==> src/rtl/ebpc_pkg.sv <==
package ebpc_pkg;
  typedef enum logic [1:0] {
    ACC_FETCH = 2'd0,
    ACC_READ  = 2'd1,
    ACC_WRITE = 2'd2
  } acc_kind_t;

  typedef enum logic [1:0] {
    ST_IDLE  = 2'd0,
    ST_SETUP = 2'd1,
    ST_STRB  = 2'd2,
    ST_HOLD  = 2'd3
  } bus_state_t;
endpackage

==> src/rtl/ebpc_decode.sv <==
module ebpc_decode #(
  parameter int unsigned ADDR_W    = 20,
  parameter int unsigned INT_LIMIT = 32'h20000
) (
  input  logic              ea_n,
  input  logic [ADDR_W-1:0] addr,
  output logic              is_ext
);
  localparam logic [ADDR_W-1:0] LIMIT = ADDR_W'(INT_LIMIT);

  always_comb begin
    is_ext = (!ea_n) || (addr >= LIMIT);
  end
endmodule

==> src/rtl/ebpc_cfg.sv <==
module ebpc_cfg #(
  parameter int unsigned SEL_W = 6
) (
  input  logic             clk,
  input  logic             rst_any,
  input  logic             ea_n,
  input  logic             we,
  input  logic [SEL_W-1:0] wdata,
  output logic [SEL_W-1:0] sel
);
  always_ff @(posedge clk) begin
    if (rst_any) begin
      sel <= {SEL_W{~ea_n}};
    end else if (we) begin
      sel <= wdata;
    end
  end
endmodule

==> src/rtl/ebpc_seq.sv <==
module ebpc_seq
  import ebpc_pkg::*;
#(
  parameter int unsigned ADDR_W = 20,
  parameter int unsigned DATA_W = 8
) (
  input  logic              clk,
  input  logic              rst_any,
  input  logic              fetch_req,
  input  logic [ADDR_W-1:0] fetch_addr,
  input  logic              fetch_ext,
  input  logic              rd_req,
  input  logic              wr_req,
  input  logic [ADDR_W-1:0] dm_addr,
  input  logic [DATA_W-1:0] wdata,
  input  logic [DATA_W-1:0] din,
  output logic [ADDR_W-1:0] bus_addr,
  output logic              psen_a,
  output logic              rd_a,
  output logic              wr_a,
  output logic [DATA_W-1:0] dout,
  output logic              dout_en,
  output logic [DATA_W-1:0] rdata,
  output logic              done,
  output logic              done_ext,
  output logic              busy
);
  bus_state_t state;
  acc_kind_t  kind;

  assign busy = (state != ST_IDLE);

  always_ff @(posedge clk) begin
    if (rst_any) begin
      state    <= ST_IDLE;
      kind     <= ACC_FETCH;
      bus_addr <= '0;
      psen_a   <= 1'b0;
      rd_a     <= 1'b0;
      wr_a     <= 1'b0;
      dout     <= '0;
      dout_en  <= 1'b0;
      rdata    <= '0;
      done     <= 1'b0;
      done_ext <= 1'b0;
    end else begin
      done     <= 1'b0;
      done_ext <= 1'b0;
      unique case (state)
        ST_IDLE: begin
          if (fetch_req) begin
            if (fetch_ext) begin
              kind     <= ACC_FETCH;
              bus_addr <= fetch_addr;
              state    <= ST_SETUP;
            end else begin
              done <= 1'b1;
            end
          end else if (rd_req) begin
            kind     <= ACC_READ;
            bus_addr <= dm_addr;
            state    <= ST_SETUP;
          end else if (wr_req) begin
            kind     <= ACC_WRITE;
            bus_addr <= dm_addr;
            dout     <= wdata;
            dout_en  <= 1'b1;
            state    <= ST_SETUP;
          end
        end
        ST_SETUP: begin
          psen_a <= (kind == ACC_FETCH);
          rd_a   <= (kind == ACC_READ);
          wr_a   <= (kind == ACC_WRITE);
          state  <= ST_STRB;
        end
        ST_STRB: begin
          psen_a <= 1'b0;
          rd_a   <= 1'b0;
          wr_a   <= 1'b0;
          if (kind != ACC_WRITE) begin
            rdata <= din;
          end
          state <= ST_HOLD;
        end
        ST_HOLD: begin
          dout_en  <= 1'b0;
          done     <= 1'b1;
          done_ext <= 1'b1;
          state    <= ST_IDLE;
        end
        default: state <= ST_IDLE;
      endcase
    end
  end
endmodule

==> src/rtl/ebpc_pinmux.sv <==
module ebpc_pinmux #(
  parameter int unsigned NPORT  = 3,
  parameter int unsigned PORT_W = 8,
  parameter int unsigned DATA_W = 8,
  localparam int unsigned SEL_W = NPORT + 3,
  localparam int unsigned PADW  = NPORT * PORT_W
) (
  input  logic [SEL_W-1:0]  sel,
  input  logic [PADW-1:0]   bus_addr,
  input  logic [PADW-1:0]   io_addr,
  input  logic              psen_a,
  input  logic              rd_a,
  input  logic              wr_a,
  input  logic [2:0]        io_ctl,
  input  logic [DATA_W-1:0] bus_dout,
  input  logic              bus_oe,
  input  logic [DATA_W-1:0] io_dout,
  input  logic              io_oe,
  output logic [PADW-1:0]   addr_pins,
  output logic [DATA_W-1:0] data_out,
  output logic              data_oe,
  output logic              psen_n,
  output logic              rd_n,
  output logic              wr_n
);
  for (genvar g = 0; g < NPORT; g++) begin : g_port
    assign addr_pins[g*PORT_W +: PORT_W] =
      sel[g] ? bus_addr[g*PORT_W +: PORT_W] : io_addr[g*PORT_W +: PORT_W];
  end

  always_comb begin
    data_out = sel[NPORT] ? bus_dout : io_dout;
    data_oe  = sel[NPORT] ? bus_oe   : io_oe;
    psen_n   = sel[NPORT+1] ? ~psen_a : io_ctl[0];
    rd_n     = sel[NPORT+2] ? ~rd_a   : io_ctl[1];
    wr_n     = sel[NPORT+2] ? ~wr_a   : io_ctl[2];
  end
endmodule

==> src/rtl/extbus_port_ctrl.sv <==
module extbus_port_ctrl #(
  parameter int unsigned ADDR_W    = 20,
  parameter int unsigned DATA_W    = 8,
  parameter int unsigned PORT_W    = 8,
  parameter int unsigned INT_LIMIT = 32'h20000,
  localparam int unsigned NPORT    = (ADDR_W + PORT_W - 1) / PORT_W,
  localparam int unsigned SEL_W    = NPORT + 3,
  localparam int unsigned PADW     = NPORT * PORT_W
) (
  input  logic              clk,
  input  logic              rst,
  input  logic              brk_rst,
  input  logic              wdt_rst,
  input  logic              trap_rst,
  input  logic              ea_n,
  input  logic              cfg_we,
  input  logic [SEL_W-1:0]  cfg_wdata,
  input  logic              fetch_req,
  input  logic [ADDR_W-1:0] fetch_addr,
  input  logic              rd_req,
  input  logic              wr_req,
  input  logic [ADDR_W-1:0] dm_addr,
  input  logic [DATA_W-1:0] dm_wdata,
  output logic              busy,
  output logic              done,
  output logic              done_ext,
  output logic [DATA_W-1:0] rdata,
  input  logic [PADW-1:0]   io_addr_latch,
  input  logic [DATA_W-1:0] io_data_latch,
  input  logic              io_data_oe,
  input  logic [2:0]        io_ctl_latch,
  output logic [PADW-1:0]   addr_pins,
  output logic [DATA_W-1:0] data_pin_out,
  output logic              data_pin_oe,
  input  logic [DATA_W-1:0] data_pin_in,
  output logic              psen_n,
  output logic              rd_n,
  output logic              wr_n,
  output logic [SEL_W-1:0]  port_sel
);
  logic              rst_any;
  logic              fetch_ext;
  logic [ADDR_W-1:0] bus_addr;
  logic [PADW-1:0]   bus_addr_pad;
  logic              psen_a, rd_a, wr_a;
  logic [DATA_W-1:0] bus_dout;
  logic              bus_oe;

  assign rst_any      = rst | brk_rst | wdt_rst | trap_rst;
  assign bus_addr_pad = PADW'(bus_addr);

  ebpc_decode #(.ADDR_W(ADDR_W), .INT_LIMIT(INT_LIMIT)) u_decode (
    .ea_n   (ea_n),
    .addr   (fetch_addr),
    .is_ext (fetch_ext)
  );

  ebpc_cfg #(.SEL_W(SEL_W)) u_cfg (
    .clk     (clk),
    .rst_any (rst_any),
    .ea_n    (ea_n),
    .we      (cfg_we),
    .wdata   (cfg_wdata),
    .sel     (port_sel)
  );

  ebpc_seq #(.ADDR_W(ADDR_W), .DATA_W(DATA_W)) u_seq (
    .clk        (clk),
    .rst_any    (rst_any),
    .fetch_req  (fetch_req),
    .fetch_addr (fetch_addr),
    .fetch_ext  (fetch_ext),
    .rd_req     (rd_req),
    .wr_req     (wr_req),
    .dm_addr    (dm_addr),
    .wdata      (dm_wdata),
    .din        (data_pin_in),
    .bus_addr   (bus_addr),
    .psen_a     (psen_a),
    .rd_a       (rd_a),
    .wr_a       (wr_a),
    .dout       (bus_dout),
    .dout_en    (bus_oe),
    .rdata      (rdata),
    .done       (done),
    .done_ext   (done_ext),
    .busy       (busy)
  );

  ebpc_pinmux #(.NPORT(NPORT), .PORT_W(PORT_W), .DATA_W(DATA_W)) u_pinmux (
    .sel       (port_sel),
    .bus_addr  (bus_addr_pad),
    .io_addr   (io_addr_latch),
    .psen_a    (psen_a),
    .rd_a      (rd_a),
    .wr_a      (wr_a),
    .io_ctl    (io_ctl_latch),
    .bus_dout  (bus_dout),
    .bus_oe    (bus_oe),
    .io_dout   (io_data_latch),
    .io_oe     (io_data_oe),
    .addr_pins (addr_pins),
    .data_out  (data_pin_out),
    .data_oe   (data_pin_oe),
    .psen_n    (psen_n),
    .rd_n      (rd_n),
    .wr_n      (wr_n)
  );
endmodule

==> config.mk <==
export PLATFORM = sky130hd
export DESIGN_NAME = extbus_port_ctrl
export DESIGN_NICKNAME = d
export VERILOG_FILES = /design/src/rtl/ebpc_pkg.sv /design/src/rtl/ebpc_decode.sv /design/src/rtl/ebpc_cfg.sv /design/src/rtl/ebpc_seq.sv /design/src/rtl/ebpc_pinmux.sv /design/src/rtl/extbus_port_ctrl.sv
export SDC_FILE = /design/constraint.sdc
export NUM_CORES = 1
export LEC_CHECK = 0
export BUFFER_PORTS_ARGS = -buffer_cell sky130_fd_sc_hd__clkbuf_2
export CORE_ASPECT_RATIO = 1.5
export CORE_UTILIZATION = 35
export CTS_CLUSTER_DIAMETER = 120
export DETAILED_ROUTE_END_ITERATION = 10
export GPL_TIMING_DRIVEN = 0
export PLACE_DENSITY = 0.75
export SYNTH_ARGS = -nofsm -noshare
export SYNTH_HDL_FRONTEND = slang
export SYNTH_SLANG_ARGS = --single-unit
==> constraint.sdc <==
create_clock -name clk -period 4.5 [get_ports clk]
set_clock_uncertainty 0.15 [all_clocks]
set_input_delay 0.9 -clock clk [delete_from_list [all_inputs] [get_ports clk]]
set_output_delay 0.9 -clock clk [all_outputs]
set_load 0.01 [all_outputs]
# Word level (Yosys, flattened, before mapping)
# Cells that the tools add are included.
[classes]
div = 0
n_addsub = 0
bitwise = 9
magnitude_cmp = 1
n_reduce_logical = 14
mul = 0
shift = 0
eq_ne = 12
muxes = 34
[op_table]
columns = ["op", "n"]
rows = [
  ["$mux W20", 4],
  ["$mux W8", 4],
  ["$ge A20 B18 Y1 const B", 1],
  ["$mux W2", 8],
  ["$mux W6", 2],
  ["$mux W1", 10],
  ["$pmux W1 S2", 5],
  ["$ne A2 B2 Y1 const B", 4],
  ["$pmux W2 S4", 1],
  ["$reduce_and A4 Y1", 2],
  ["$reduce_bool A2 Y1", 4],
  ["$eq A2 B2 Y1 const B", 3],
  ["$not A1 Y1", 6],
  ["$eq A2 B1 Y1 const B", 2],
  ["$logic_not A2 Y1", 2],
  ["$ne A4 B4 Y1 const B", 1],
  ["$reduce_and A2 Y1", 2],
  ["$ne A3 B3 Y1 const B", 1],
  ["$or A1 B1 Y1", 3],
  ["$reduce_and A3 Y1", 1],
  ["$reduce_bool A3 Y1", 1],
  ["$ne A2 B1 Y1 const B", 1],
  ["$logic_not A1 Y1", 1],
  ["$logic_or A1 B1 Y1", 1],
]
[totals]
n_memories = 0
rom_bits = 0
latchBits = 0
mem_bits_rw = 0
register_bits = 52
output_inout_bits = 53

# Logic depth before layout (Yosys ltp)
[depth]
ltp_word = 5
ltp_mapped = 6
mapped_depth_nobuf = 5

# Hierarchy
# From an unflattened synthesis, not the netlist that was laid out.
[unflattened]
cells_unflattened = 286
area_unflattened_um2 = 2971.6
[by_module_without_submodules]
columns = ["module", "area_per_inst_um2", "seq_area_each_um2", "instances", "cells_each"]
rows = [
  ["ebpc_seq", 2108.3, 920.9, 1, 224],
  ["ebpc_pinmux", 581.8, 0.0, 1, 43],
  ["ebpc_cfg", 260.2, 180.2, 1, 16],
  ["extbus_port_ctrl", 11.3, 0.0, 1, 2],
  ["ebpc_decode", 10.0, 0.0, 1, 1],
]

# Worst setup path before layout
# OpenSTA, ideal clock, no wires.
[synth_timing]
kind = "input -> output"
from = "input io_addr_latch[0]"
to = "output addr_pins[0]"
arrival_time_ns = 1.172
n_path_buf = 0
stages = 1
required_time_ns = 3.450
setup_slack_ns = 2.278
cell_sequence = "mux2_2"
[synth_between]
elab_chain_len = 1
[synth_rtl]
columns = ["element", "line_no", "source"]
rows = [
  ["start: declaration", "extbus_port_ctrl.sv:28", "input logic [PADW-1:0] io_addr_latch,"],
  ["$mux W8", "ebpc_pinmux.sv:28", "sel[g] ? bus_addr[g*PORT_W +: PORT_W] : io_addr[g*PORT_W +: PORT_W];"],
  ["end: declaration", "extbus_port_ctrl.sv:32", "output logic [PADW-1:0] addr_pins,"],
]
# No other way between the ends.

# Worst setup path after layout
[layout_timing]
from = "register u_cfg.sel[3]"
to = "output data_pin_out[3]"
[layout_between]
elab_chain_len = 1
[layout_rtl]
columns = ["element", "line_no", "source"]
rows = [
  ["start: declaration", "ebpc_cfg.sv:9", "output logic [SEL_W-1:0] sel"],
  ["start signal: assignment", "ebpc_cfg.sv:13", "sel <= {SEL_W{~ea_n}};"],
  ["start signal: assignment", "ebpc_cfg.sv:15", "sel <= wdata;"],
  ["$mux W8", "ebpc_pinmux.sv:32", "data_out = sel[NPORT] ? bus_dout : io_dout;"],
  ["end: declaration", "extbus_port_ctrl.sv:33", "output logic [DATA_W-1:0] data_pin_out,"],
]
# No other way between the ends.

==> run summary <==
Kind of capture point of the worst setup path -> output port
Netlist area before placement -> 0.00283 sq mm
Portion of total power attributed to the clock network -> 38.3%
Proportion of layout cells with a drive suffix above 1 -> 49.0%
Part of the Yosys area used for sequential elements -> 38.9%
Total Power -> 1100 uW
Category of cells accounting for the largest share of critical-path delay -> buffers and inverters
Number of standard-cell rows in the floorplan -> 39
Leakage power -> 0.00180 uW
Wire length of the first global-routing pass -> 11.4 mm
Maximum number of pins on one net before global-route repair -> 16
Count of flip-flops with a built-in enable after synthesis -> 6
Final count of hold timing violations -> 0
Async set-reset flop share out of synthesis -> 0%
Worst-Margin Slew -> 724 ps
Max-slew violations -> 0
Top cells by area, synth -> sky130_fd_sc_hd__dfxtp_1, sky130_fd_sc_hd__mux2_2, sky130_fd_sc_hd__mux2i_1
Critical-path cell list -> clkbuf_1 > mux2_2 > clkbuf_2
Cell Count, Final, Fillers Out -> 569
Worst reg2reg path depth -> 6
Global routing's busiest layer -> met2
Library cell with the highest instance count after synthesis -> sky130_fd_sc_hd__nand2_1
Final period utilization -> 59.4%
Unrepaired setup endpoints after global routing -> no
Post-cts gate resize count -> 0
Combined global-route utilization of all metal layers -> 17.7%
Comb pwr share -> 17.9%
Area growth from synthesis to final layout -> 38.6%
Cell with the largest stage delay on the worst path -> sky130_fd_sc_hd__clkbuf_1
Chip height -> 112 um
Source of the worst register-to-register timing path -> u_seq.state[0]
Gate count after technology mapping -> 299
Cell Int Power -> 847 uW
Post-CTS Hold Fix Bufs -> 0
Clock slew at reported path FFs -> 70 ps
TritonCTS clock tree -> built
Reg2reg setup slack -> 2750 ps
Num CTS Buffers -> 5
Worst endpoint required time -> 3450 ps
Number of cells after detailed placement -> 561
Latest clock arrival within the worst-skew pair -> 280 ps
Core footprint -> 0.00771 sq mm
Clock root buffer master -> sky130_fd_sc_hd__clkbuf_16
Via count of the first global-routing pass -> 2,629
Yosys warning total -> 0
Count of unresolved DRC violations after routing -> 0
Antenna violations before repair -> 0
Detail Route Antenna Nets -> 0
Net Switching -> 254 uW
Power per Cell Area -> 281 mW/mm^2
Post-Syn Area per Cell -> 9.47 sq um
Total of max-cap violations -> 0
Largest area contributor in the synthesized netlist -> sky130_fd_sc_hd__dfxtp_1
Final HPWL DP -> 5.93 mm
Total Wirelength -> 7.36 mm
Worst slew margin -> 51.3%
Remaining global-route overflow -> 0
Critical path buffers and inverters -> 2
Number of clock sinks -> 52
Top Ports -> 161
Result of the run -> completed
Highest net fanout along the worst path -> 9
Per-cell via count in the routed design -> 4.74
Post-DR wirelength/cell -> 12.9 um
VDD IR-drop max -> 191 uV
Crit Path Category -> reg -> out
Worst Hold Path EP -> u_seq.dout[2]
Post-synth top flop -> sky130_fd_sc_hd__dfxtp_1
Initial drt markers -> 67
Sw Share -> 23.1%
Post-CTS setup buffers -> 0
Count of TritonRoute iterations in the first routing pass -> 4
Number of flip-flops and latches in the synthesized netlist -> 52
Number of distinct library cells after synthesis -> 33
Number of setup violations in the final report -> 0
Met2 track utilization from global routing -> 34.8%
Worst hold path type -> reg -> reg
Via count of the routed design -> 2,699
Final weighted congestion of routability-driven global placement -> 0.710
Worst r2r dst -> u_seq.state[1]
Floorplan die width -> 75.5 um
Final total negative setup slack -> 0 ps
Largest stage delay, worst path -> 430 ps
Min-Delay Path Depth -> 2
Startpoint type of the worst setup path -> flip-flop
Maximum count of clock buffers along a single path -> 2
DIE AREA -> 0.00846 sq mm
Antenna cells -> 0
Starting density of the core -> 36.7%
Max Freq -> 0.374 GHz
GRT met1 Usage -> 18.0%
Net Count, Synth -> 410
Input/output buffers -> 160
Fraction of met3 tracks used by global routing -> 3.14%
H-Tree Depth -> 2
Shortest period the worst path allows -> 2670 ps
Commonest cells in the netlist -> sky130_fd_sc_hd__nand2_1, sky130_fd_sc_hd__mux2_2, sky130_fd_sc_hd__dfxtp_1, sky130_fd_sc_hd__mux2i_1, sky130_fd_sc_hd__a21oi_1
Share of total power in sequential cells -> 43.9%
Layout net count -> 577
Data arrival time of the critical path -> 1620 ps
Start point of the worst min-delay path -> u_seq.dout[2]
Proportion of netlist area held by the largest area contributor -> 32.5%
-- state kept, by name, indices dropped and copies added, names as in the netlist --
| register | flops |
|---|---|
| u_cfg.sel | 6 |
| u_seq.bus_addr | 20 |
| u_seq.done | 1 |
| u_seq.done_ext | 1 |
| u_seq.dout | 8 |
| u_seq.dout_en | 1 |
| u_seq.kind | 2 |
| u_seq.psen_a | 1 |
| u_seq.rd_a | 1 |
| u_seq.rdata | 8 |
| u_seq.state | 2 |
| u_seq.wr_a | 1 |
-- metrics by stage --
step | worst slack (ps) | cell area (sq um) | utilization [%] | hold slack (ps)
finish | 1830 | 3930 | 50.9 | 305
global route | 1740 | 3930 | 50.9 | 328
CTS | 1790 | 3930 | 50.9 | 311
floorplan | 2280 | 2830 | - | 283
detailed placement | 1840 | 3760 | 48.8 | 302
global placement | 1830 | 3760 | 48.8 | 290
-- metal layers --
layer / share of wire (%) / routed length, um / vias to the layer above
met3: 5.5 / 405 / 6
met2: 55 / 4060 / 102
li1: - / - / 1374
met1: 38 / 2810 / 1217
met5: 0 / 0 / -
met4: 1.2 / 88 / 0
-- power by group through the flow --
stage	Sequential [uW]	Clock [uW]	Combinational, uW
2_1_floorplan	494	0	106
3_3_place_gp	493	0	195
3_5_place_dp	493	0	199
4_1_cts	483	433	200
5_1_grt	484	451	216
6_report	483	421	197
-- worst reg2reg max path, cell delays in order (launching register included) --
cell and delay (ps):
sky130_fd_sc_hd__dfxtp_1 320, sky130_fd_sc_hd__inv_1 90, sky130_fd_sc_hd__ha_1 240, sky130_fd_sc_hd__clkbuf_1 340, sky130_fd_sc_hd__nor4b_1 280, sky130_fd_sc_hd__a31oi_1 90
sky130_fd_sc_hd__mux2i_1 140
-- area by class of cell --
class | count | area (sq um)
Buffer | 21 | 143
Inverter | 7 | 26.3
Clock inverter | 2 | 35.0
Sequential cell | 52 | 1100
Fill cell | 749 | 3780
Timing Repair Buffer | 160 | 801
Tap cell | 102 | 128
Multi-Input combinational cell | 219 | 1560
Clock buffer | 6 | 129
-- cells by family after synthesis --
logic type | Yosys count | synth area share (%)
compound gates | 46 | 9.45
fa+ha+maj | 3 | 1.33
buf+inv | 28 | 5.96
flops | 52 | 38.9
mux | 74 | 28.3
simple gates | 96 | 16.1
-- placed cells by master, fill, tap and decap left out, types with 2 or more instances in the layout --
cell type	count
sky130_fd_sc_hd__a31oi_1	5
sky130_fd_sc_hd__nor2_1	8
sky130_fd_sc_hd__buf_2	3
sky130_fd_sc_hd__ha_1	3
sky130_fd_sc_hd__dfxtp_1	46
sky130_fd_sc_hd__mux2_2	49
sky130_fd_sc_hd__buf_6	8
sky130_fd_sc_hd__a21o_1	6
sky130_fd_sc_hd__inv_1	7
sky130_fd_sc_hd__edfxtp_1	6
sky130_fd_sc_hd__nor2b_1	7
sky130_fd_sc_hd__clkbuf_1	11
sky130_fd_sc_hd__and3b_1	2
sky130_fd_sc_hd__clkbuf_2	160
sky130_fd_sc_hd__clkbuf_16	5
sky130_fd_sc_hd__mux2i_1	25
sky130_fd_sc_hd__nand2_1	59
sky130_fd_sc_hd__nor3_1	2
sky130_fd_sc_hd__nand3_1	8
sky130_fd_sc_hd__a21oi_1	18
sky130_fd_sc_hd__o21ai_0	13
-- how the worst max path moves through the flow --
stage	from	to	slack [ps]	depth (start not counted)
global placement	brk_rst	u_cfg.sel[5]	1830	4
global route	u_cfg.sel[1]	addr_pins[10]	1740	3
detailed placement	brk_rst	u_cfg.sel[0]	1840	4
finish	u_cfg.sel[3]	data_pin_out[3]	1830	3
CTS	u_cfg.sel[3]	data_pin_out[3]	1790	3
floorplan	io_addr_latch[0]	addr_pins[0]	2280	1
(Power assumes the default switching activity.)
